===== src/rtl/tw_pkg.sv =====
package tw_pkg;

    localparam int unsigned AW         = 32;
    localparam int unsigned DOM_W      = 4;
    localparam int unsigned AP_W       = 2;
    localparam int unsigned LVL_W      = 2;
    localparam int unsigned TTB_LSB    = 14;
    localparam int unsigned SECT_LSB   = 20;
    localparam int unsigned LARGE_LSB  = 16;
    localparam int unsigned SMALL_LSB  = 12;
    localparam int unsigned TINY_LSB   = 10;
    localparam int unsigned COARSE_LSB = 10;
    localparam int unsigned FINE_LSB   = 12;
    localparam int unsigned DOM_LSB    = 5;
    localparam int unsigned SUBPAGES   = 4;
    localparam int unsigned SUB_SEL_W  = $clog2(SUBPAGES);

    typedef enum logic [1:0] {
        L1_INVALID = 2'b00,
        L1_COARSE  = 2'b01,
        L1_SECTION = 2'b10,
        L1_FINE    = 2'b11
    } l1_kind_e;

    typedef enum logic [1:0] {
        L2_INVALID = 2'b00,
        L2_LARGE   = 2'b01,
        L2_SMALL   = 2'b10,
        L2_TINY    = 2'b11
    } l2_kind_e;

    typedef struct packed {
        logic [AW-1:0]    paddr;
        logic [DOM_W-1:0] domain;
        logic [AP_W-1:0]  ap;
        logic             cacheable;
        logic             bufferable;
        logic             fault;
        logic [LVL_W-1:0] level;
    } walk_res_t;

    localparam walk_res_t RES_ZERO = '0;

endpackage


===== src/rtl/tw_addr_gen.sv =====
module tw_addr_gen
    import tw_pkg::*;
(
    input  logic [AW-1:TTB_LSB]    ttb_hi,
    input  logic [AW-1:TINY_LSB]   va_hi,
    input  logic [AW-1:COARSE_LSB] l2_base,
    input  logic                   l2_fine,
    input  logic                   second,
    output logic [AW-1:0]          rd_addr
);

    localparam int unsigned L1_IDX_W = AW - SECT_LSB;
    localparam int unsigned C_IDX_W  = SECT_LSB - SMALL_LSB;
    localparam int unsigned F_IDX_W  = SECT_LSB - TINY_LSB;

    logic [AW-1:0] l1_addr;
    logic [AW-1:0] coarse_addr;
    logic [AW-1:0] fine_addr;

    always_comb begin
        l1_addr     = {ttb_hi, va_hi[AW-1 -: L1_IDX_W], 2'b00};
        coarse_addr = {l2_base, va_hi[SECT_LSB-1 -: C_IDX_W], 2'b00};
        fine_addr   = {l2_base[AW-1:FINE_LSB], va_hi[SECT_LSB-1 -: F_IDX_W], 2'b00};
        if (!second)
            rd_addr = l1_addr;
        else if (l2_fine)
            rd_addr = fine_addr;
        else
            rd_addr = coarse_addr;
    end

endmodule


===== src/rtl/tw_l1_decode.sv =====
module tw_l1_decode
    import tw_pkg::*;
(
    input  logic [AW-1:0]       desc,
    input  logic [SECT_LSB-1:0] va_lo,
    output l1_kind_e            kind,
    output logic                need_l2,
    output walk_res_t           res
);

    logic unused_l1_bits;
    assign unused_l1_bits = ^{desc[SECT_LSB-1:12], desc[9], desc[4]};

    always_comb begin
        kind    = l1_kind_e'(desc[1:0]);
        need_l2 = 1'b0;
        res     = RES_ZERO;
        unique case (kind)
            L1_INVALID: begin
                res.fault = 1'b1;
                res.level = 2'd1;
            end
            L1_SECTION: begin
                res.paddr      = {desc[AW-1:SECT_LSB], va_lo};
                res.domain     = desc[DOM_LSB +: DOM_W];
                res.ap         = desc[11:10];
                res.cacheable  = desc[3];
                res.bufferable = desc[2];
            end
            L1_COARSE, L1_FINE: begin
                need_l2 = 1'b1;
            end
        endcase
    end

endmodule


===== src/rtl/tw_l2_decode.sv =====
module tw_l2_decode
    import tw_pkg::*;
(
    input  logic [AW-1:0]        desc,
    input  logic [LARGE_LSB-1:0] va_lo,
    input  logic                 via_fine,
    input  logic [DOM_W-1:0]     l1_domain,
    output walk_res_t            res
);

    logic [AP_W*SUBPAGES-1:0] ap_fields;
    logic [SUB_SEL_W-1:0]     large_sel;
    logic [SUB_SEL_W-1:0]     small_sel;
    logic [AP_W-1:0]          ap_pick [SUBPAGES];
    l2_kind_e                 kind;
    logic                     bad;

    assign ap_fields = desc[4 +: AP_W*SUBPAGES];
    assign large_sel = va_lo[LARGE_LSB-1 -: SUB_SEL_W];
    assign small_sel = va_lo[SMALL_LSB-1 -: SUB_SEL_W];

    for (genvar g = 0; g < SUBPAGES; g++) begin : g_sub
        assign ap_pick[g] = ap_fields[g*AP_W +: AP_W];
    end

    always_comb begin
        kind = l2_kind_e'(desc[1:0]);
        res  = RES_ZERO;
        bad  = 1'b0;
        unique case (kind)
            L2_INVALID: bad = 1'b1;
            L2_LARGE: begin
                bad       = via_fine;
                res.paddr = {desc[AW-1:LARGE_LSB], va_lo};
                res.ap    = ap_pick[large_sel];
            end
            L2_SMALL: begin
                bad       = via_fine;
                res.paddr = {desc[AW-1:SMALL_LSB], va_lo[SMALL_LSB-1:0]};
                res.ap    = ap_pick[small_sel];
            end
            L2_TINY: begin
                bad       = !via_fine;
                res.paddr = {desc[AW-1:TINY_LSB], va_lo[TINY_LSB-1:0]};
                res.ap    = ap_pick[0];
            end
        endcase
        res.domain     = l1_domain;
        res.cacheable  = desc[3];
        res.bufferable = desc[2];
        if (bad) begin
            res        = RES_ZERO;
            res.domain = l1_domain;
            res.fault  = 1'b1;
            res.level  = 2'd2;
        end
    end

endmodule


===== src/rtl/table_walker.sv =====
module table_walker
    import tw_pkg::*;
(
    input  logic             clk,
    input  logic             rst_n,
    input  logic             req_valid,
    output logic             req_ready,
    input  logic [AW-1:0]    req_vaddr,
    input  logic [AW-1:0]    req_ttb,
    output logic             mem_req_valid,
    input  logic             mem_req_ready,
    output logic [AW-1:0]    mem_req_addr,
    input  logic             mem_rsp_valid,
    output logic             mem_rsp_ready,
    input  logic [AW-1:0]    mem_rsp_data,
    output logic             rsp_valid,
    input  logic             rsp_ready,
    output logic [AW-1:0]    rsp_paddr,
    output logic [DOM_W-1:0] rsp_domain,
    output logic [AP_W-1:0]  rsp_ap,
    output logic             rsp_cacheable,
    output logic             rsp_bufferable,
    output logic             rsp_fault,
    output logic [LVL_W-1:0] rsp_fault_level
);

    typedef enum logic [2:0] {
        S_IDLE,
        S_L1_REQ,
        S_L1_WAIT,
        S_L2_REQ,
        S_L2_WAIT,
        S_RESP
    } state_e;

    state_e state_q, state_d;

    logic [AW-1:0]          va_q;
    logic [AW-1:TTB_LSB]    ttb_q;
    logic [AW-1:COARSE_LSB] l2_base_q;
    logic                   l2_fine_q;
    logic [DOM_W-1:0]       l1_dom_q;
    walk_res_t              res_q;

    l1_kind_e  l1_kind;
    logic      l1_need_l2;
    walk_res_t l1_res;
    walk_res_t l2_res;

    logic req_fire, memreq_fire, memrsp_fire, rsp_fire;

    tw_addr_gen u_addr (
        .ttb_hi  (ttb_q),
        .va_hi   (va_q[AW-1:TINY_LSB]),
        .l2_base (l2_base_q),
        .l2_fine (l2_fine_q),
        .second  (state_q == S_L2_REQ),
        .rd_addr (mem_req_addr)
    );

    tw_l1_decode u_l1 (
        .desc    (mem_rsp_data),
        .va_lo   (va_q[SECT_LSB-1:0]),
        .kind    (l1_kind),
        .need_l2 (l1_need_l2),
        .res     (l1_res)
    );

    tw_l2_decode u_l2 (
        .desc      (mem_rsp_data),
        .va_lo     (va_q[LARGE_LSB-1:0]),
        .via_fine  (l2_fine_q),
        .l1_domain (l1_dom_q),
        .res       (l2_res)
    );

    assign req_fire    = req_valid && req_ready;
    assign memreq_fire = mem_req_valid && mem_req_ready;
    assign memrsp_fire = mem_rsp_valid && mem_rsp_ready;
    assign rsp_fire    = rsp_valid && rsp_ready;

    // next state
    always_comb begin
        state_d = state_q;
        unique case (state_q)
            S_IDLE:    if (req_fire) state_d = S_L1_REQ;
            S_L1_REQ:  if (memreq_fire) state_d = S_L1_WAIT;
            S_L1_WAIT: if (memrsp_fire) state_d = l1_need_l2 ? S_L2_REQ : S_RESP;
            S_L2_REQ:  if (memreq_fire) state_d = S_L2_WAIT;
            S_L2_WAIT: if (memrsp_fire) state_d = S_RESP;
            S_RESP:    if (rsp_fire) state_d = S_IDLE;
            default:   state_d = S_IDLE;
        endcase
    end

    // state register
    always_ff @(posedge clk or negedge rst_n) begin
        if (!rst_n) state_q <= S_IDLE;
        else        state_q <= state_d;
    end

    // walk context and result
    always_ff @(posedge clk or negedge rst_n) begin
        if (!rst_n) begin
            va_q      <= '0;
            ttb_q     <= '0;
            l2_base_q <= '0;
            l2_fine_q <= 1'b0;
            l1_dom_q  <= '0;
            res_q     <= RES_ZERO;
        end else begin
            if (req_fire) begin
                va_q  <= req_vaddr;
                ttb_q <= req_ttb[AW-1:TTB_LSB];
            end
            if (state_q == S_L1_WAIT && memrsp_fire) begin
                l2_base_q <= mem_rsp_data[AW-1:COARSE_LSB];
                l2_fine_q <= (l1_kind == L1_FINE);
                l1_dom_q  <= mem_rsp_data[DOM_LSB +: DOM_W];
                res_q     <= l1_res;
            end
            if (state_q == S_L2_WAIT && memrsp_fire)
                res_q <= l2_res;
        end
    end

    // outputs
    always_comb begin
        req_ready       = (state_q == S_IDLE);
        mem_req_valid   = (state_q == S_L1_REQ) || (state_q == S_L2_REQ);
        mem_rsp_ready   = (state_q == S_L1_WAIT) || (state_q == S_L2_WAIT);
        rsp_valid       = (state_q == S_RESP);
        rsp_paddr       = res_q.paddr;
        rsp_domain      = res_q.domain;
        rsp_ap          = res_q.ap;
        rsp_cacheable   = res_q.cacheable;
        rsp_bufferable  = res_q.bufferable;
        rsp_fault       = res_q.fault;
        rsp_fault_level = res_q.level;
    end

    p_memreq_hold_r11: assert property (@(posedge clk) disable iff (!rst_n)
        mem_req_valid && !mem_req_ready |=> mem_req_valid && $stable(mem_req_addr));

    p_rsp_hold_r11: assert property (@(posedge clk) disable iff (!rst_n)
        rsp_valid && !rsp_ready |=> rsp_valid && $stable(rsp_paddr)
            && $stable(rsp_ap) && $stable(rsp_fault) && $stable(rsp_domain));

    p_busy_rsp_r11: assert property (@(posedge clk) disable iff (!rst_n)
        (rsp_valid || mem_req_valid || mem_rsp_ready) |-> !req_ready);

    p_one_channel_r11: assert property (@(posedge clk) disable iff (!rst_n)
        mem_req_valid |-> !mem_rsp_ready && !rsp_valid);

    p_rsp_after_data_r11: assert property (@(posedge clk) disable iff (!rst_n)
        $rose(rsp_valid) |-> $past(mem_rsp_valid && mem_rsp_ready));

    p_fault_level_r3: assert property (@(posedge clk) disable iff (!rst_n)
        rsp_valid |-> (rsp_fault ? (rsp_fault_level == 2'd1 || rsp_fault_level == 2'd2)
                                 : (rsp_fault_level == 2'd0)));

    p_fault_clear_r6: assert property (@(posedge clk) disable iff (!rst_n)
        rsp_valid && rsp_fault |-> rsp_paddr == '0 && rsp_ap == '0
            && !rsp_cacheable && !rsp_bufferable);

    p_l1_fault_dom_r3: assert property (@(posedge clk) disable iff (!rst_n)
        rsp_valid && rsp_fault && rsp_fault_level == 2'd1 |-> rsp_domain == '0);

endmodule


===== config.mk =====
export PLATFORM = sky130hd
export DESIGN_NAME = table_walker
export DESIGN_NICKNAME = d
export VERILOG_FILES = /design/src/rtl/tw_pkg.sv /design/src/rtl/tw_addr_gen.sv /design/src/rtl/tw_l1_decode.sv /design/src/rtl/tw_l2_decode.sv /design/src/rtl/table_walker.sv
export SDC_FILE = /design/constraint.sdc
export NUM_CORES = 1
export LEC_CHECK = 0
export BUFFER_PORTS_ARGS = -buffer_cell sky130_fd_sc_hd__buf_2
export CAP_MARGIN = 40
export CORE_ASPECT_RATIO = 0.8
export CORE_MARGIN = 2
export CORE_UTILIZATION = 46
export CTS_BUF_LIST = sky130_fd_sc_hd__clkbuf_4 sky130_fd_sc_hd__clkbuf_8 sky130_fd_sc_hd__clkbuf_16
export DETAILED_ROUTE_END_ITERATION = 12
export GPL_TIMING_DRIVEN = 0
export PLACE_DENSITY_LB_ADDON = 0.12
export SLEW_MARGIN = 20
export SYNTH_ARGS = -nofsm -noshare
export SYNTH_HDL_FRONTEND = slang
export SYNTH_SLANG_ARGS = --single-unit

===== constraint.sdc =====
create_clock -name clk -period 1.5 [get_ports clk]
set_input_delay 0.3 -clock clk [delete_from_list [all_inputs] [get_ports clk]]
set_output_delay 0.3 -clock clk [all_outputs]
set_load 0.02 [all_outputs]

==> summary.md <==
| Metric | Value |
|---|---|
| Period utilization | 1.42 |
| Setup crit end kind | output pin |
| Worst EP arrival | 1.83 ns |
| DP Cell Count | around 770 |
| Core Rows | 36 |
| Register Area | between 0.003 and 0.004 mm² |
| CTS tree | done |
| Vias | 4529 |
| Sequential area share after synthesis | 0.544 |
| Fmax | ~470 MHz |
| Global Route Usage Sum | 0.265 |
| CP required | 1.20 ns |
| Antenna diode count | 0 |
| Sink Count | 123 |
| Dpl hpwl | 10.7 mm |
| Class of the worst hold path | input port to flop |
| RSZ-0062 raised after global routing | true |
| Yosys cell types | 50 |
| Layout filler cell count | 797 |
| Cell area after synthesis | 0.00565 mm² |
| Pins Over Slew Limit | 0 |
| Longest Clk Path Bufs | 2 |
| LEAKAGE | 4.50 nW |
| Vias per cell | 5.41 |
| Ports | 181 |
| First-pass DRT Iterations | 4 |
| Number of flops mapped to enable cells by yosys | 0 |
| Non-filler cells, final | 837 |
| Clock Pin Slew Worst Setup and Hold Paths | around 0.060 ns |
| Most common cell in the netlist | dfrtp_1 |
| Antenna violation net count after detailed routing | 0 |
| Share of cells above drive strength 1 | 0.634 |
| Port Buf Inserts | approximately 160 |
| Die area | 0.0132 mm² |
| Vias in the first global route | 4661 |
| Worst-Skew Late Latency | 0.42 ns |
| Crit-path max FO | 5 |
| Max-cap viol count | 0 |
| Worst vdd ir | 0.00134 V |
| Outcome | finished with violations |
| DRC violations left | 0 |
| Final WL | between 15 and 20 mm |
| Width of the die | between 100 and 150 µm |
| Synth area leader | dfrtp_1 |
| Chip height | 103 µm |
| Mapped Cells | 448 |
| Synthesized flop and latch total | 123 |
| DR iter-0 viols | 286 |
| Grt total ovfl | 0 |
| YS warnings | 0 |
| CTS root buffer | clkbuf_16 |
| H-tree lvl count | 4 |
| Worst Slack Setup Final | -0.631 ns |
| Area of the multi-input gates | just under 0.003 mm² |
| Async set-reset flop share out of synthesis | 1.00 |
| Count of final hold-check violations | 0 |
| Ys flop type | dfrtp_1 |
| Area contributors post-synth | dfrtp_1, mux2_2, nand2_1, a22o_2, mux2i_1 |
| Nets@finish | 781 |
| Antenna violations before repair | 0 |
| Layout area overhead | 59.9% |
| Largest net degree at the start of global routing | 78 |
| CTS buffer count | 17 |
| Post-route minimum period | 2.13 ns |
| Worst Skew | around 0.013 ns |
| Share of the core filled with cells | 0.749 |
| Core area | approximately 0.012 mm² |
| Pwr/cell area | 2280 mW/mm² |
| Initial Utilization | 0.468 |
| First-pass GRT wire length | 26.0 mm |
| Average routed wire per standard cell | 20.5 µm |
| Synth Area per Inst | around 13 µm² |
| CP Launch Type | flop |
| Critical path class | flop to output pin |
| Failing checks | negative setup slack |
| Placer's final routability congestion estimate | 0.810 |
| Endpoints failing setup | 155 |
| Commonest cells post-synth | dfrtp_1, mux2_2, nand2_1, o21ai_0, a22o_2 |
| Top-area cell type share of the netlist area | 0.544 |
-- state kept, by name, indices dropped and copies added, names as in the netlist --
name / flops
va_q: 32
ttb_q: 18
rsp_bufferable: 1
rsp_ap: 2
rsp_cacheable: 1
l2_fine_q: 1
rsp_domain: 4
l1_dom_q: 4
l2_base_q: 22
rsp_paddr: 32
rsp_fault: 1
state_q: 3
rsp_fault_level: 2
-- routing by layer --
layer / global-route usage / up-vias / routed length [µm]
met2: 0.407 / 191 / 7980
met5: 0 / - / 0
met1: 0.366 / 2255 / 7720
met4: 0.0904 / 0 / 264
met3: 0.0747 / 20 / 1170
li1: - / 2063 / -
-- final cells by class --
cell class,count,share of cell area
multi-input cells,281,0.330
flip-flops and latches,123,0.341
well taps,152,0.0210
repair buffers,213,0.192
plain buffers,26,0.0418
inverters,11,0.00650
clock buffers,23,0.0548
clock inverters,8,0.0127
-- where the power goes --
part	internal, W	leakage, nW	switching (W)
clock	0.00280	0.309	0.00143
combinational	0.00580	2.66	0.00457
sequential	0.00485	1.53	0.00118
total	0.0135	4.50	0.00717
-- what timing repair did --
item	CTS	global route
endpoints found under the setup margin	153	155
resized for setup	124	61
buffers inserted	33	5
pin swaps	8	5
hold endpoints to repair	46	0
hold buffers	1	0
gates cloned	10	3
-- final timing paths --
| kind | depth (start not counted) | from | endpoint | slack, ns |
|---|---|---|---|---|
| worst max-delay path | 6 | state_q[0] | mem_req_addr[29] | -0.63 |
| worst min-delay path | 2 | req_vaddr[2] | va_q[2] | 0.11 |
| worst max register to register | 9 | state_q[2] | ttb_q[19] | -0.42 |
| worst min register to register | 2 | l1_dom_q[3] | l1_dom_q[3] | 0.48 |
| max in group asynchronous | 3 | rst_n | rsp_fault | 0.40 |
| min in group asynchronous | 2 | rst_n | va_q[28] | 0.38 |
-- through the flow --
stage / total power (W) / hold slack, ns / setup WS, ns / TNS [ns] / area [µm²]
floorplan: 0.0117 / 0.00441 / -0.214 / -15.86 / 6200
finish: 0.0206 / 0.110 / -0.631 / -52.86 / 9040
CTS: 0.0199 / 0.0976 / -0.659 / -52.87 / 8840
detailed placement: 0.0139 / 0.263 / -0.703 / -39.43 / 7240
global route: 0.0216 / 0.0994 / -0.677 / -60.77 / 9040
global placement: 0.0137 / 0.459 / -1.44 / -212.71 / 7210
-- worst max-delay path, stage by stage (launching register included) --
cell and delay, ns:
dfrtp_1 0.39, buf_6 0.12, nor2b_4 0.12, nand2_4 0.15, clkbuf_16 0.19, mux2_4 0.30, buf_6 0.13
-- placed cells by master, fill, tap and decap left out, types with 3 or more instances in the layout --
cell / netlist / final
a21oi_1: 8 / 5
a221oi_2: 0 / 4
a222oi_1: 4 / 4
a22o_1: 9 / 9
a22o_2: 17 / 17
buf_12: 0 / 18
buf_16: 0 / 6
buf_2: 10 / 131
buf_4: 9 / 21
buf_6: 4 / 46
buf_8: 0 / 8
bufinv_16: 0 / 3
clkbuf_16: 0 / 21
clkbuf_4: 0 / 3
clkbuf_8: 0 / 5
clkinv_2: 0 / 5
dfrtp_1: 123 / 122
ha_1: 6 / 4
inv_1: 11 / 9
mux2_2: 82 / 8
mux2_4: 0 / 81
mux2i_1: 13 / 13
nand2_1: 47 / 36
nand2_4: 0 / 10
nand2b_4: 1 / 3
nor2_1: 16 / 15
o21ai_1: 0 / 10
o21ai_4: 0 / 10
-- logic make-up (layout without fill, tap and decap cells) --
group,count (synthesis),in the layout,share of synthesized area
buffers and inverters,45,281,0.0434
other,1,2,0.000663
AND/OR/NAND/NOR,82,82,0.0730
flip-flops,123,123,0.544
multiplexers,104,104,0.208
adder cells (fa/ha/maj),6,6,0.0133
AO/OA/AOI/OAI,87,87,0.117
Power figures use the tool's default switching activity.
